<file path="config.mk">
export PLATFORM = sky130hd
export DESIGN_NAME = pil_arbiter
export DESIGN_NICKNAME = d
export VERILOG_FILES = /design/src/rtl/pil_arb_pkg.sv /design/src/rtl/pil_pending_merge.sv /design/src/rtl/pil_level_pick.sv /design/src/rtl/pil_vec_port.sv /design/src/rtl/pil_arbiter.sv
export SDC_FILE = /design/constraint.sdc
export NUM_CORES = 1
export LEC_CHECK = 0
export BUFFER_PORTS_ARGS = -buffer_cell sky130_fd_sc_hd__buf_2
export CAP_MARGIN = 20
export CORE_AREA = 2 2 103 105
export DETAILED_ROUTE_END_ITERATION = 16
export DIE_AREA = 0 0 105 107
export PLACE_DENSITY = 0.64
export SYNTH_ARGS = -nofsm -noshare
export SYNTH_HDL_FRONTEND = slang
export SYNTH_SLANG_ARGS = --single-unit
export TNS_END_PERCENT = 5
</file>
<file path="constraint.sdc">
create_clock -name clk -period 3.4 [get_ports clk]
set_clock_uncertainty 0.2 [all_clocks]
set_input_delay 0.68 -clock clk [delete_from_list [all_inputs] [get_ports clk]]
set_output_delay 0.68 -clock clk [all_outputs]
set_load 0.02 [all_outputs]
</file>
<file path="src/rtl/pil_arb_pkg.sv">
package pil_arb_pkg;
  // Trap code base for level interrupts; the level number fills the low bits.
  localparam int unsigned EXT_BASE_CODE = 'h040;
  // Trap code reported for the vector interrupt.
  localparam int unsigned VEC_TRAP_CODE = 'h060;
  // Tag placed above the interrupt number in vector data word 0.
  localparam int unsigned VEC_TAG_W     = 5;
  localparam int unsigned VEC_TAG_VAL   = 'h1F;

  typedef enum logic [1:0] {
    ARB_HOLD  = 2'd0,
    ARB_CLEAR = 2'd1,
    ARB_RAISE = 2'd2
  } arb_act_e;
endpackage

</file>
<file path="src/rtl/pil_pending_merge.sv">
module pil_pending_merge #(
  parameter int unsigned NUM_LVL   = 16,
  parameter int unsigned TIMER_LVL = 14
) (
  input  logic [NUM_LVL-1:1] ext_irq,
  input  logic [NUM_LVL:0]   soft_int,
  output logic [NUM_LVL-1:1] pend
);
  // Bit 0 and bit NUM_LVL of soft_int are the timer-match flags.
  logic timer_hit;
  assign timer_hit = soft_int[0] | soft_int[NUM_LVL];

  for (genvar g = 1; g < NUM_LVL; g++) begin : g_lvl
    if (g == TIMER_LVL) begin : g_timer
      assign pend[g] = ext_irq[g] | soft_int[g] | timer_hit;
    end else begin : g_plain
      assign pend[g] = ext_irq[g] | soft_int[g];
    end
  end
endmodule

</file>
<file path="src/rtl/pil_level_pick.sv">
module pil_level_pick #(
  parameter int unsigned NUM_LVL = 16,
  parameter int unsigned LVL_W   = $clog2(NUM_LVL)
) (
  input  logic [NUM_LVL-1:1] pend,
  input  logic [LVL_W-1:0]   cur_pil,
  output logic               any_above,
  output logic [LVL_W-1:0]   win_lvl
);
  // Ascending scan: the last qualifying level overwrites, so the highest wins.
  always_comb begin
    any_above = 1'b0;
    win_lvl   = '0;
    for (int i = 1; i < NUM_LVL; i++) begin
      if (pend[i] && (LVL_W'(i) > cur_pil)) begin
        any_above = 1'b1;
        win_lvl   = LVL_W'(i);
      end
    end
  end
endmodule

</file>
<file path="src/rtl/pil_vec_port.sv">
module pil_vec_port #(
  parameter int unsigned VEC_ID_W = 6,
  parameter int unsigned DATA_W   = 64
) (
  input  logic                clk,
  input  logic                rst,
  input  logic                vec_raise,
  input  logic                vec_lower,
  input  logic [VEC_ID_W-1:0] vec_irq_id,
  output logic                busy,
  output logic                raise_acc,
  output logic                lower_acc,
  output logic [DATA_W-1:0]   word0,
  output logic [DATA_W-1:0]   word1,
  output logic [DATA_W-1:0]   word2
);
  import pil_arb_pkg::*;

  localparam int unsigned PAD_W = DATA_W - VEC_TAG_W - VEC_ID_W;
  localparam logic [VEC_TAG_W-1:0] TAG = VEC_TAG_W'(VEC_TAG_VAL);

  assign raise_acc = vec_raise & ~busy;
  assign lower_acc = vec_lower & busy & ~vec_raise;

  always_ff @(posedge clk) begin
    if (rst) begin
      busy  <= 1'b0;
      word0 <= '0;
      word1 <= '0;
      word2 <= '0;
    end else if (raise_acc) begin
      busy  <= 1'b1;
      word0 <= {{PAD_W{1'b0}}, TAG, vec_irq_id};
      word1 <= '0;
      word2 <= '0;
    end else if (lower_acc) begin
      busy  <= 1'b0;
    end
  end

  // a raise while busy leaves the data words untouched
  p_raise_busy_ignored_r8: assert property (@(posedge clk) disable iff (rst)
    (busy && vec_raise) |=> ($stable(word0) && $stable(word1) && $stable(word2)));

  // an accepted raise clears the upper data words
  p_raise_clears_words_r7: assert property (@(posedge clk) disable iff (rst)
    (!busy && vec_raise) |=> (busy && word1 == '0 && word2 == '0));
endmodule

</file>
<file path="src/rtl/pil_arbiter.sv">
module pil_arbiter #(
  parameter int unsigned NUM_LVL   = 16,
  parameter int unsigned TIMER_LVL = 14,
  parameter int unsigned CODE_W    = 9,
  parameter int unsigned TL_W      = 3,
  parameter int unsigned VEC_ID_W  = 6,
  parameter int unsigned DATA_W    = 64
) (
  input  logic                 clk,
  input  logic                 rst,
  input  logic [NUM_LVL-1:1]   ext_irq,
  input  logic [NUM_LVL:0]     soft_int,
  input  logic [$clog2(NUM_LVL)-1:0] cur_pil,
  input  logic                 int_en,
  input  logic [TL_W-1:0]      trap_lvl,
  input  logic [CODE_W-1:0]    top_tt,
  input  logic                 vec_raise,
  input  logic                 vec_lower,
  input  logic [VEC_ID_W-1:0]  vec_irq_id,
  output logic                 irq_req,
  output logic [CODE_W-1:0]    trap_code,
  output logic                 vec_busy,
  output logic [DATA_W-1:0]    vec_word0,
  output logic [DATA_W-1:0]    vec_word1,
  output logic [DATA_W-1:0]    vec_word2
);
  import pil_arb_pkg::*;

  localparam int unsigned LVL_W = $clog2(NUM_LVL);
  localparam logic [CODE_W-1:0] EXT_CODE = CODE_W'(EXT_BASE_CODE);
  localparam logic [CODE_W-1:0] VEC_CODE = CODE_W'(VEC_TRAP_CODE);

  logic [NUM_LVL-1:1] pend;
  logic               any_above;
  logic [LVL_W-1:0]   win_lvl;
  logic               raise_acc, lower_acc;
  logic [CODE_W-1:0]  new_code;
  logic               suppress;
  arb_act_e           act;
  logic               req_d;
  logic [CODE_W-1:0]  code_d;

  pil_pending_merge #(.NUM_LVL(NUM_LVL), .TIMER_LVL(TIMER_LVL)) u_merge (
    .ext_irq  (ext_irq),
    .soft_int (soft_int),
    .pend     (pend)
  );

  pil_level_pick #(.NUM_LVL(NUM_LVL), .LVL_W(LVL_W)) u_pick (
    .pend      (pend),
    .cur_pil   (cur_pil),
    .any_above (any_above),
    .win_lvl   (win_lvl)
  );

  pil_vec_port #(.VEC_ID_W(VEC_ID_W), .DATA_W(DATA_W)) u_vec (
    .clk        (clk),
    .rst        (rst),
    .vec_raise  (vec_raise),
    .vec_lower  (vec_lower),
    .vec_irq_id (vec_irq_id),
    .busy       (vec_busy),
    .raise_acc  (raise_acc),
    .lower_acc  (lower_acc),
    .word0      (vec_word0),
    .word1      (vec_word1),
    .word2      (vec_word2)
  );

  assign new_code = EXT_CODE | CODE_W'(win_lvl);

  // A higher external trap already in service blocks the new level.
  assign suppress = (trap_lvl != '0)
                 && (top_tt[CODE_W-1:4] == EXT_CODE[CODE_W-1:4])
                 && (top_tt > new_code);

  always_comb begin
    if (!any_above || !int_en)              act = ARB_CLEAR;
    else if (!suppress && trap_code != new_code) act = ARB_RAISE;
    else                                     act = ARB_HOLD;
  end

  always_comb begin
    req_d  = irq_req;
    code_d = trap_code;
    if (raise_acc) begin
      req_d  = 1'b1;
      code_d = VEC_CODE;
    end else if (lower_acc) begin
      req_d  = 1'b0;
    end else if (!vec_busy) begin
      case (act)
        ARB_CLEAR: begin req_d = 1'b0; code_d = '0;       end
        ARB_RAISE: begin req_d = 1'b1; code_d = new_code; end
        default:   ;
      endcase
    end
  end

  always_ff @(posedge clk) begin
    if (rst) begin
      irq_req   <= 1'b0;
      trap_code <= '0;
    end else begin
      irq_req   <= req_d;
      trap_code <= code_d;
    end
  end

  // a busy vector port freezes the level outputs
  p_busy_freezes_r9: assert property (@(posedge clk) disable iff (rst)
    (vec_busy && !vec_lower) |=> ($stable(irq_req) && $stable(trap_code)));

  // an accepted raise yields the vector code with the request set
  p_vec_raise_r7: assert property (@(posedge clk) disable iff (rst)
    (!vec_busy && vec_raise) |=> (irq_req && vec_busy && trap_code == VEC_CODE));

  // lowering a busy port withdraws the request but keeps the code
  p_vec_lower_r10: assert property (@(posedge clk) disable iff (rst)
    (vec_busy && vec_lower && !vec_raise) |=>
      (!vec_busy && !irq_req && $stable(trap_code)));

  // disabled interrupts clear request and code
  p_disabled_clears_r6: assert property (@(posedge clk) disable iff (rst)
    (!vec_busy && !vec_raise && !int_en) |=> (!irq_req && trap_code == '0));

  // nothing above the priority level clears request and code
  p_below_level_r3: assert property (@(posedge clk) disable iff (rst)
    (!vec_busy && !vec_raise && !any_above) |=> (!irq_req && trap_code == '0));

  // an active request always carries a level code or the vector code
  p_req_has_code_r4: assert property (@(posedge clk) disable iff (rst)
    irq_req |-> ((trap_code[CODE_W-1:4] == EXT_CODE[CODE_W-1:4]
                  && trap_code[3:0] != '0) || trap_code == VEC_CODE));
endmodule

</file>
==> qor.csv, run 1 <==
metric,value,unit
start_util,26.1,%
vdd_drop_max,0.104,mV
core-area,0.0101,mm2
synth-edff-count,0,
row_count,37,
cts_tree,yes,
period_needed,3330,ps
io_buffer_count,77,
syn_to_final_growth,4.41,%
ctsHoldBuffers,0,
remaining_drc_errors,0,
viasPerCell,3.53,
grt_pass1_vias,1632,
max_freq,300,MHz
syn_area_per_cell,7.43,um2
ys_seq_elements,15,
drv_slew,0,
holdWs,256,ps
cts-root-buf,clkbuf_8,
postRouteWirelength,5290,um
clkTransAtPathRegs,60,ps
hold_viol,0,
dr.pass1.iters,5,
path_max_fanout,12,
yosysWarnings,0,
startpoint,cur_pil[2],
gp_congestion,0.829,
rr_startpoint,trap_code[2],
drtIter0Drc,74,
cts_buffers,3,
status,completed,
hold_path_class,reg2reg,
drv_cap,0,
dp_hpwl,4720,um
clk_path_buf_depth,2,
clkSinkCount,15,
worst_pin_slew,502,ps
crit_path_end,trap_code[1],
rsz0062_at_grt,yes,
path_class,in2reg,
required,3360,ps
track_usage,8.18,%
htreeDepth,1,
syn-instance-count,355,
vias,2090,
power.leakage,1.54,nW
die_w,105,um
totalPowerFinal,0.000714,W
drive_above_1_share,28.1,%
cp.arrival,3290,ps
grt_overflow_total,0,
slew_headroom,66.2,%
reg2regPathDepth,6,
synthFlopType,dfxtp_1,
cp-end-kind,flop,
grt_start_max_net_pins,16,
setup_viol,0,
n_antenna_cell,0,
async_flop_share,0,%
synthesis.area,0.00264,mm2
clkLatencyLatePin,250,ps
antenna_found_initial,0,
r2r-end,trap_code[1],
p_per_area,259,mW/mm2
ys_seq_area_share,11.4,%
post-route-period-util,97.9,%
grt_pass1_wl,7640,um
pin_count,262,
die_h,107,um
worstHoldPathCells,2,
final_antenna_net_count,0,
regToRegSetupSlack,1220,ps
die_area,0.0112,mm2
wl_per_cell,8.94,um
ys_types,51,
final_net_count,520,
start_kind,input port,
==> power by group <==
| group | internal [W] | switching, W |
|---|---|---|
| logic | 0.0000937 | 0.000280 |
| registers | 0.000187 | 0.00000921 |
| clock network | 0.0000830 | 0.0000616 |
==> placed cells by master, fill, tap and decap left out, drive strengths merged, types with 2 or more instances in the layout <==
| cell | netlist | layout |
|---|---|---|
| o31a | 3 | 3 |
| dfxtp | 15 | 15 |
| nor4 | 2 | 2 |
| nor2b | 2 | 2 |
| or3 | 2 | 2 |
| buf | 193 | 110 |
| o21ai | 6 | 6 |
| a211o | 4 | 4 |
| nand3 | 4 | 4 |
| nand2 | 18 | 18 |
| nand2b | 3 | 3 |
| ha | 4 | 4 |
| conb | 1 | 184 |
| a21oi | 17 | 17 |
| or4 | 2 | 2 |
| nor3 | 5 | 5 |
| nor2 | 17 | 17 |
| nand4 | 3 | 3 |
| or2 | 4 | 4 |
| clkbuf | 3 | 4 |
| inv | 9 | 9 |
| o21bai | 4 | 4 |
| o32ai | 5 | 5 |
| o2111ai | 2 | 2 |
| o22ai | 2 | 2 |
| a21o | 4 | 4 |
| o31ai | 2 | 2 |
==> per-stage QoR <==
stage	instance area, um2	utilization (%)	setup slack [ps]	setup TNS, ps	instances
2_1_floorplan	3330	-	63.9	0	538
3_3_place_gp	2670	26.4	-211	-1170	587
3_5_place_dp	2670	26.4	-273	-1530	587
4_1_cts	2720	27.0	41.4	0	591
5_1_grt	2760	27.3	-136	-493	592
6_report	2760	27.3	70.1	0	592
==> per-layer routing <==
layer  global-route usage [%]  up-vias  part of all wire [%]  routed length (um)
li1                         -     1023                     -                   -
met1                     9.76      918                    37                1960
met2                     15.0      144                    52                2730
met3                     1.64        5                    11                 562
met4                     1.90        0                  0.79                  42
met5                        0        -                     0                   0
==> kinds of logic after synthesis <==
family	Yosys count	synth area share, %
buffers and inverters	205	56.5
AND/OR/NAND/NOR	66	12.5
AO/OA/AOI/OAI	63	17.3
flip-flops	15	11.4
adder cells (fa/ha/maj)	4	1.90
XOR/XNOR	1	0.332
other	1	0.142
==> how the worst min path moves through the flow <==
| stage | startpoint | end | slack [ps] |
|---|---|---|---|
| after floorplan | u_vec.word0[0] | u_vec.word0[0] | 330 |
| after global placement | u_vec.word0[3] | u_vec.word0[3] | 250 |
| after detailed placement | u_vec.word0[4] | u_vec.word0[4] | 250 |
| after CTS | u_vec.word0[5] | u_vec.word0[5] | 260 |
| after global routing | u_vec.word0[0] | u_vec.word0[0] | 280 |
| final | u_vec.word0[5] | u_vec.word0[5] | 260 |
==> synthesized netlist by cell type, drive strengths merged (2+ instances only) <==
cell / instances / area share, %
a211o: 4 / 1.3
a21o: 4 / 1.1
a21oi: 17 / 3.2
buf: 193 / 55
clkbuf: 3 / 0.43
dfxtp: 15 / 11
ha: 4 / 1.9
inv: 9 / 1.3
nand2: 18 / 2.6
nand2b: 3 / 0.71
nand3: 4 / 0.76
nand4: 3 / 0.71
nor2: 17 / 2.4
nor2b: 2 / 0.47
nor3: 5 / 0.95
nor4: 2 / 0.47
o2111ai: 2 / 0.66
o21ai: 6 / 1.1
o21bai: 4 / 1.1
o22ai: 2 / 0.47
o31a: 3 / 1.0
o31ai: 2 / 0.57
o32ai: 5 / 1.7
or2: 4 / 0.95
or3: 2 / 0.47
or4: 2 / 0.71
==> worst max-delay path, cell delays in order <==
cell and delay (ps):
buf_2 170, a211o_1 270, or2_0 220, a211oi_2 240, o31ai_2 100, a21o_1 170, nand2_2 80, ha_1 230
nand4_1 100, o31ai_2 70, nor4_2 330, a41oi_2 90, o31a_1 320, o32ai_1 220
==> flip-flops by register name, indices dropped and copies added (netlist names) <==
signal	cells
u_vec.word0	7
trap_code	6
irq_req	1
u_vec.busy	1
==> layout make-up <==
type                    instances  area, um2
fillers                      1119       7340
multi-input cells             318       1570
repair buffers                110        636
flip-flops and latches         15        300
well taps                     136        170
clock buffers                   4       45.0
inverters                       9       33.8
==> repair_timing <==
item                       CTS  global route
buffers inserted             0             1
pin swaps                    0             5
cloned                       0             0
gates resized for setup      2             8
setup endpoints to repair    3             7
No activity file was read; power rests on OpenSTA's default activity.
==> run 2, diff against run 1 <==
--- a/config.mk
+++ b/config.mk
@@ -5,11 +5,12 @@
 export SDC_FILE = /design/constraint.sdc
 export NUM_CORES = 1
 export LEC_CHECK = 0
+export ABC_AREA = 1
 export BUFFER_PORTS_ARGS = -buffer_cell sky130_fd_sc_hd__buf_2
 export CAP_MARGIN = 20
-export CORE_AREA = 2 2 103 105
+export CORE_AREA = 2 2 102 104
 export DETAILED_ROUTE_END_ITERATION = 16
-export DIE_AREA = 0 0 105 107
+export DIE_AREA = 0 0 104 106
 export PLACE_DENSITY = 0.64
 export SYNTH_ARGS = -nofsm -noshare
 export SYNTH_HDL_FRONTEND = slang
==> qor.csv, run 2 <==
metric,value,unit
totalPowerFinal,0.000692,W
syn-instance-count,364,
clkSinkCount,15,
htreeDepth,1,
cts_buffers,3,
cp-end-kind,flop,
io_buffer_count,77,
cts-root-buf,clkbuf_8,
reg_top3,"u_vec.word0 x7, trap_code x6",
die_h,106,um
rsz0062_at_grt,yes,
ys_types,32,
cts_tree,yes,
rr_startpoint,u_vec.busy,
start_util,25.2,%
startpoint,cur_pil[0],
synthesis.area,0.00252,mm2
grt_pass1_wl,6760,um
p_per_area,272,mW/mm2
viasPerCell,3.26,
antenna_found_initial,0,
pin_count,262,
slew_headroom,66.7,%
synthFlopType,dfxtp_1,
ys_seq_elements,15,
grt_start_max_net_pins,11,
hold_path_class,reg2reg,
post-route-period-util,91.9,%
postRouteWirelength,4860,um
gp_congestion,0.844,
ctsHoldBuffers,0,
die_area,0.0110,mm2
clkTransAtPathRegs,60,ps
vias,1892,
wl_per_cell,8.36,um
min_from,trap_code[5],
vdd_drop_max,0.140,mV
period_needed,3130,ps
drv_cap,0,
syn_area_per_cell,6.91,um2
power.leakage,1.55,nW
required,3380,ps
core-area,0.0100,mm2
max_freq,320,MHz
netlist_top_cells_area,"buf_4, dfxtp_1, nand2_1",
drive_above_1_share,26.1,%
worst_pin_slew,498,ps
grt_overflow_total,0,
hold_viol,0,
dp_hpwl,4390,um
yosysTopAreaCell,buf_4,
synth.most_common_cell,buf_4,
row_count,37,
largest_reg_flops,7,
ys_seq_area_share,11.9,%
clkLatencyLatePin,240,ps
drv_slew,0,
status,completed,
finalSetupTns,0,ps
synth.top_cell.area_share,56.1,%
final_antenna_net_count,0,
multi_input_area,0.00150,mm2
drtIter0Drc,47,
async_flop_share,0,%
path_max_fanout,7,
yosysWarnings,0,
start_kind,input port,
final_net_count,509,
dr.pass1.iters,4,
path_class,in2reg,
grt_pass1_vias,1483,
final_common_cell,conb_1,
seqCellArea,300,um2
mostFrequentLayoutCells,"conb_1, buf_2, nand2_1, nor2_1, inv_1",
n_antenna_cell,0,
clk_path_buf_depth,2,
yosys-top-cells-count,"buf_4, nand2_1, nor2_1, inv_1, dfxtp_1",
syn_to_final_growth,1.04,%
fill_cells,1101,
cp.arrival,3100,ps
setup_viol,0,
synth-edff-count,0,
track_usage,7.50,%
die_w,104,um
regMostFlops,u_vec.word0,
remaining_drc_errors,0,
-- run 2: changes by cell type after synthesis, sizes merged, moves of 4 or more --
| cell | change |
|---|---|
| nand2 | +35 |
| nor2 | +16 |
| a21o | -4 |
| buf | -5 |
| inv | +9 |
| o21ai | +10 |
| a211o | -4 |
| a21oi | -7 |
| or2 | -4 |
| o32ai | -5 |
-- run 2: stage by stage --
step	utilization [%]	hold slack, ps	worst slack [ps]	cell area [um2]	instances
2_1_floorplan	-	342	308	3200	547
3_3_place_gp	23.8	276	-41.1	2380	576
3_5_place_dp	23.8	272	-156	2380	576
4_1_cts	24.2	280	99.1	2420	580
5_1_grt	25.4	292	-22.1	2540	581
6_report	25.4	280	274	2540	581
-- run 2: worst paths after layout --
check | endpoint | slack, ps | depth (start not counted)
worst min-delay path | trap_code[5] | 280 | 2
worst min register to register | trap_code[5] | 280 | 2
worst max register to register | trap_code[3] | 1500 | 4
worst max-delay path | trap_code[0] | 270 | 28
-- run 2: area by class of cell --
type | count | share of cell area [%]
sequential | 15 | 11.8
tap | 136 | 6.69
inverter | 19 | 2.81
clock buffer | 3 | 1.62
multi-input combinational | 325 | 59.1
clock inverter | 1 | 0.197
timing repair buffer | 82 | 17.8
-- run 2: kinds of logic after synthesis --
logic type | after synthesis | share of synthesized area [%]
other | 1 | 0.149
AOI/OAI and AO/OA | 37 | 8.95
and+or+nand+nor | 98 | 17.4
xor gates and xnor gates | 2 | 0.696
buffers and inverters | 207 | 58.9
adders and majority gates | 4 | 1.99
DFF | 15 | 11.9
-- run 2: metal layers --
layer	share of wire, %	track usage, %	routed length [um]
met5	0	0	0
met4	0.68	1.93	33
met2	53	15.1	2550
met3	13	2.02	625
met1	34	7.52	1640
-- run 2: what timing repair did --
action | in CTS | in global routing
gates resized for setup | 0 | 33
setup endpoints to repair | 0 | 7
setup buffers | 0 | 1
endpoints found under the hold margin | 0 | 0
-- run 2: critical path, cell delays in order --
cell	delay, ps
buf_6	110
nor2_4	110
nand2_1	70
nor2_2	110
nand2_1	60
nand2_1	50
nand2_1	50
nand2_1	70
nand2_1	40
nand2_1	60
nand2_1	40
nand2_1	60
nand2_1	50
nand2_1	60
nand2_1	50
nand2_1	80
nand2_2	70
nand2_4	80
ha_4	210
nand2_4	60
nor2_4	40
nor4_2	300
o21ai_2	120
nand2_1	80
nand2_2	70
nand2_4	150
nand2_2	70
a21oi_2	120
-- run 2: power breakdown --
group          switching, W  leakage [nW]  total, W  internal (W)
clock             0.0000583        0.0255  0.000139     0.0000809
combinational      0.000281          1.40  0.000355     0.0000737
sequential       0.00000945         0.124  0.000198      0.000189
total              0.000349          1.55  0.000692      0.000343
==> run 3, diff against run 2 <==
--- a/config.mk
+++ b/config.mk
@@ -5,13 +5,14 @@
 export SDC_FILE = /design/constraint.sdc
 export NUM_CORES = 1
 export LEC_CHECK = 0
-export ABC_AREA = 1
 export BUFFER_PORTS_ARGS = -buffer_cell sky130_fd_sc_hd__buf_2
 export CAP_MARGIN = 20
-export CORE_AREA = 2 2 102 104
+export CELL_PAD_IN_SITES_DETAIL_PLACEMENT = 0
+export CELL_PAD_IN_SITES_GLOBAL_PLACEMENT = 1
+export CORE_AREA = 2 2 116 118
 export DETAILED_ROUTE_END_ITERATION = 16
-export DIE_AREA = 0 0 104 106
-export PLACE_DENSITY = 0.64
+export DIE_AREA = 0 0 118 120
+export PLACE_DENSITY = 0.77
 export SYNTH_ARGS = -nofsm -noshare
 export SYNTH_HDL_FRONTEND = slang
 export SYNTH_SLANG_ARGS = --single-unit
==> qor.csv, run 3 (synthesized netlist as in run 1, its figures left out) <==
metric,value,unit
gp_congestion,0.749,
cts-root-buf,clkbuf_16,
worst_pin_slew,556,ps
rsz0062_at_grt,yes,
worstHoldPathCells,2,
path_max_fanout,6,
setup_viol,6,
start_util,20.3,%
clkLatencyLatePin,250,ps
cp.arrival,3360,ps
start_kind,input port,
core-area,0.0130,mm2
largest_reg_flops,7,
multi_input_area,0.00157,mm2
final_net_count,521,
grt_overflow_total,0,
die_h,120,um
remaining_drc_errors,0,
vias,2095,
reg2regPathDepth,7,
max_freq,291,MHz
row_count,42,
power.leakage,1.57,nW
io_buffer_count,77,
clk_path_buf_depth,2,
post-route-period-util,101,%
p_per_area,280,mW/mm2
final_antenna_net_count,0,
hold_path_class,reg2reg,
drv_slew,0,
htreeDepth,1,
drtIter0Drc,31,
antenna_found_initial,3,
cp-end-kind,flop,
postRouteWirelength,6060,um
cts_buffers,3,
final_common_cell,conb_1,
fill_cells,1468,
syn_to_final_growth,8.77,%
die_w,118,um
violations,setup timing,
required,3330,ps
dp_cells,626,
grt_pass1_wl,9000,um
die_area,0.0142,mm2
reg_top3,"u_vec.word0 x7, trap_code x6",
path_class,in2reg,
seqCellArea,300,um2
grt_pass1_vias,1804,
dr.pass1.iters,4,
clkTransAtPathRegs,50,ps
hold_viol,0,
drv_cap,0,
wl_per_cell,9.55,um
pin_count,262,
drive_above_1_share,27.6,%
vdd_drop_max,0.136,mV
viasPerCell,3.30,
regMostFlops,u_vec.word0,
final_cell_count_no_fill,635,
cts_tree,yes,
mostFrequentLayoutCells,"conb_1, buf_2, buf_4, nand2_1, nor2_1",
dp_hpwl,5350,um
period_needed,3430,ps
ctsHoldBuffers,0,
status,"finished, violations left",
finalSetupTns,-64.2,ps
slew_headroom,62.8,%
track_usage,7.86,%
grt_start_max_net_pins,16,
fin_ws,-31.8,ps
clkSinkCount,15,
run 3: changes by cell type in the layout (fill, tap and decap cells not counted), sizes merged, moves of 4 or more:
cell,delta
nand2,-35
buf,+29
nor2,-16
o21ai,-10
inv,-9
a21oi,+7
o32ai,+5
a211o,+4
a21o,+4
or2,+4
run 3: path summary, 6_finish.rpt:
check / from / endpoint / slack [ps]
worst min-delay path: u_vec.word0[0] / u_vec.word0[0] / 250
worst max-delay path: cur_pil[0] / irq_req / -30
worst min register to register: u_vec.word0[0] / u_vec.word0[0] / 250
worst max register to register: trap_code[2] / irq_req / 1180
run 3: routing by layer:
layer	vias up	routed length (um)	global-route usage (%)
met4	0	42	1.81
met5	-	0	0
met1	924	2180	8.49
met3	4	624	1.81
li1	1025	-	-
met2	142	3220	15.4
run 3: what timing repair did:
action / CTS / global route
pin swaps: 1 / 8
gates resized for setup: 2 / 11
setup endpoints to repair: 6 / 7
buffers inserted: 2 / 1
run 3: power breakdown:
part,switching [W],leakage [nW],internal [W]
Clock,0.0000706,0.0382,0.000159
Sequential,0.00000914,0.124,0.000187
Combinational,0.000283,1.40,0.0000960
run 3: area by class of cell:
class	instances	area share, %
antenna	2	0.174
inverter	9	1.18
sequential	15	10.5
clock buffer	4	2.75
multi-input combinational	318	54.8
tap	176	7.67
timing repair buffer	111	23.0
run 3: metrics by stage:
stage | area [um2] | hold WS [ps] | util (%) | total power, W | setup WS (ps)
after floorplan | 3330 | 335 | - | 0.000638 | 63.9
after global placement | 2710 | 240 | 20.9 | 0.000567 | -281
after detailed placement | 2710 | 243 | 20.9 | 0.000568 | -351
after CTS | 2810 | 250 | 21.7 | 0.000799 | 1.56
after global routing | 2870 | 266 | 22.1 | 0.000846 | -223
final | 2870 | 247 | 22.1 | 0.000804 | -31.8
run 3: worst max-delay path: stages:
cell	delay, ps
buf_2	130
buf_4	130
o21a_1	180
buf_4	140
o32a_1	160
a211o_1	280
a21boi_2	200
ha_1	170
nor2b_1	130
o21ai_1	60
nand2b_1	80
a21oi_2	70
nor4_4	300
a41oi_2	90
buf_4	170
buf_4	130
o311a_1	270
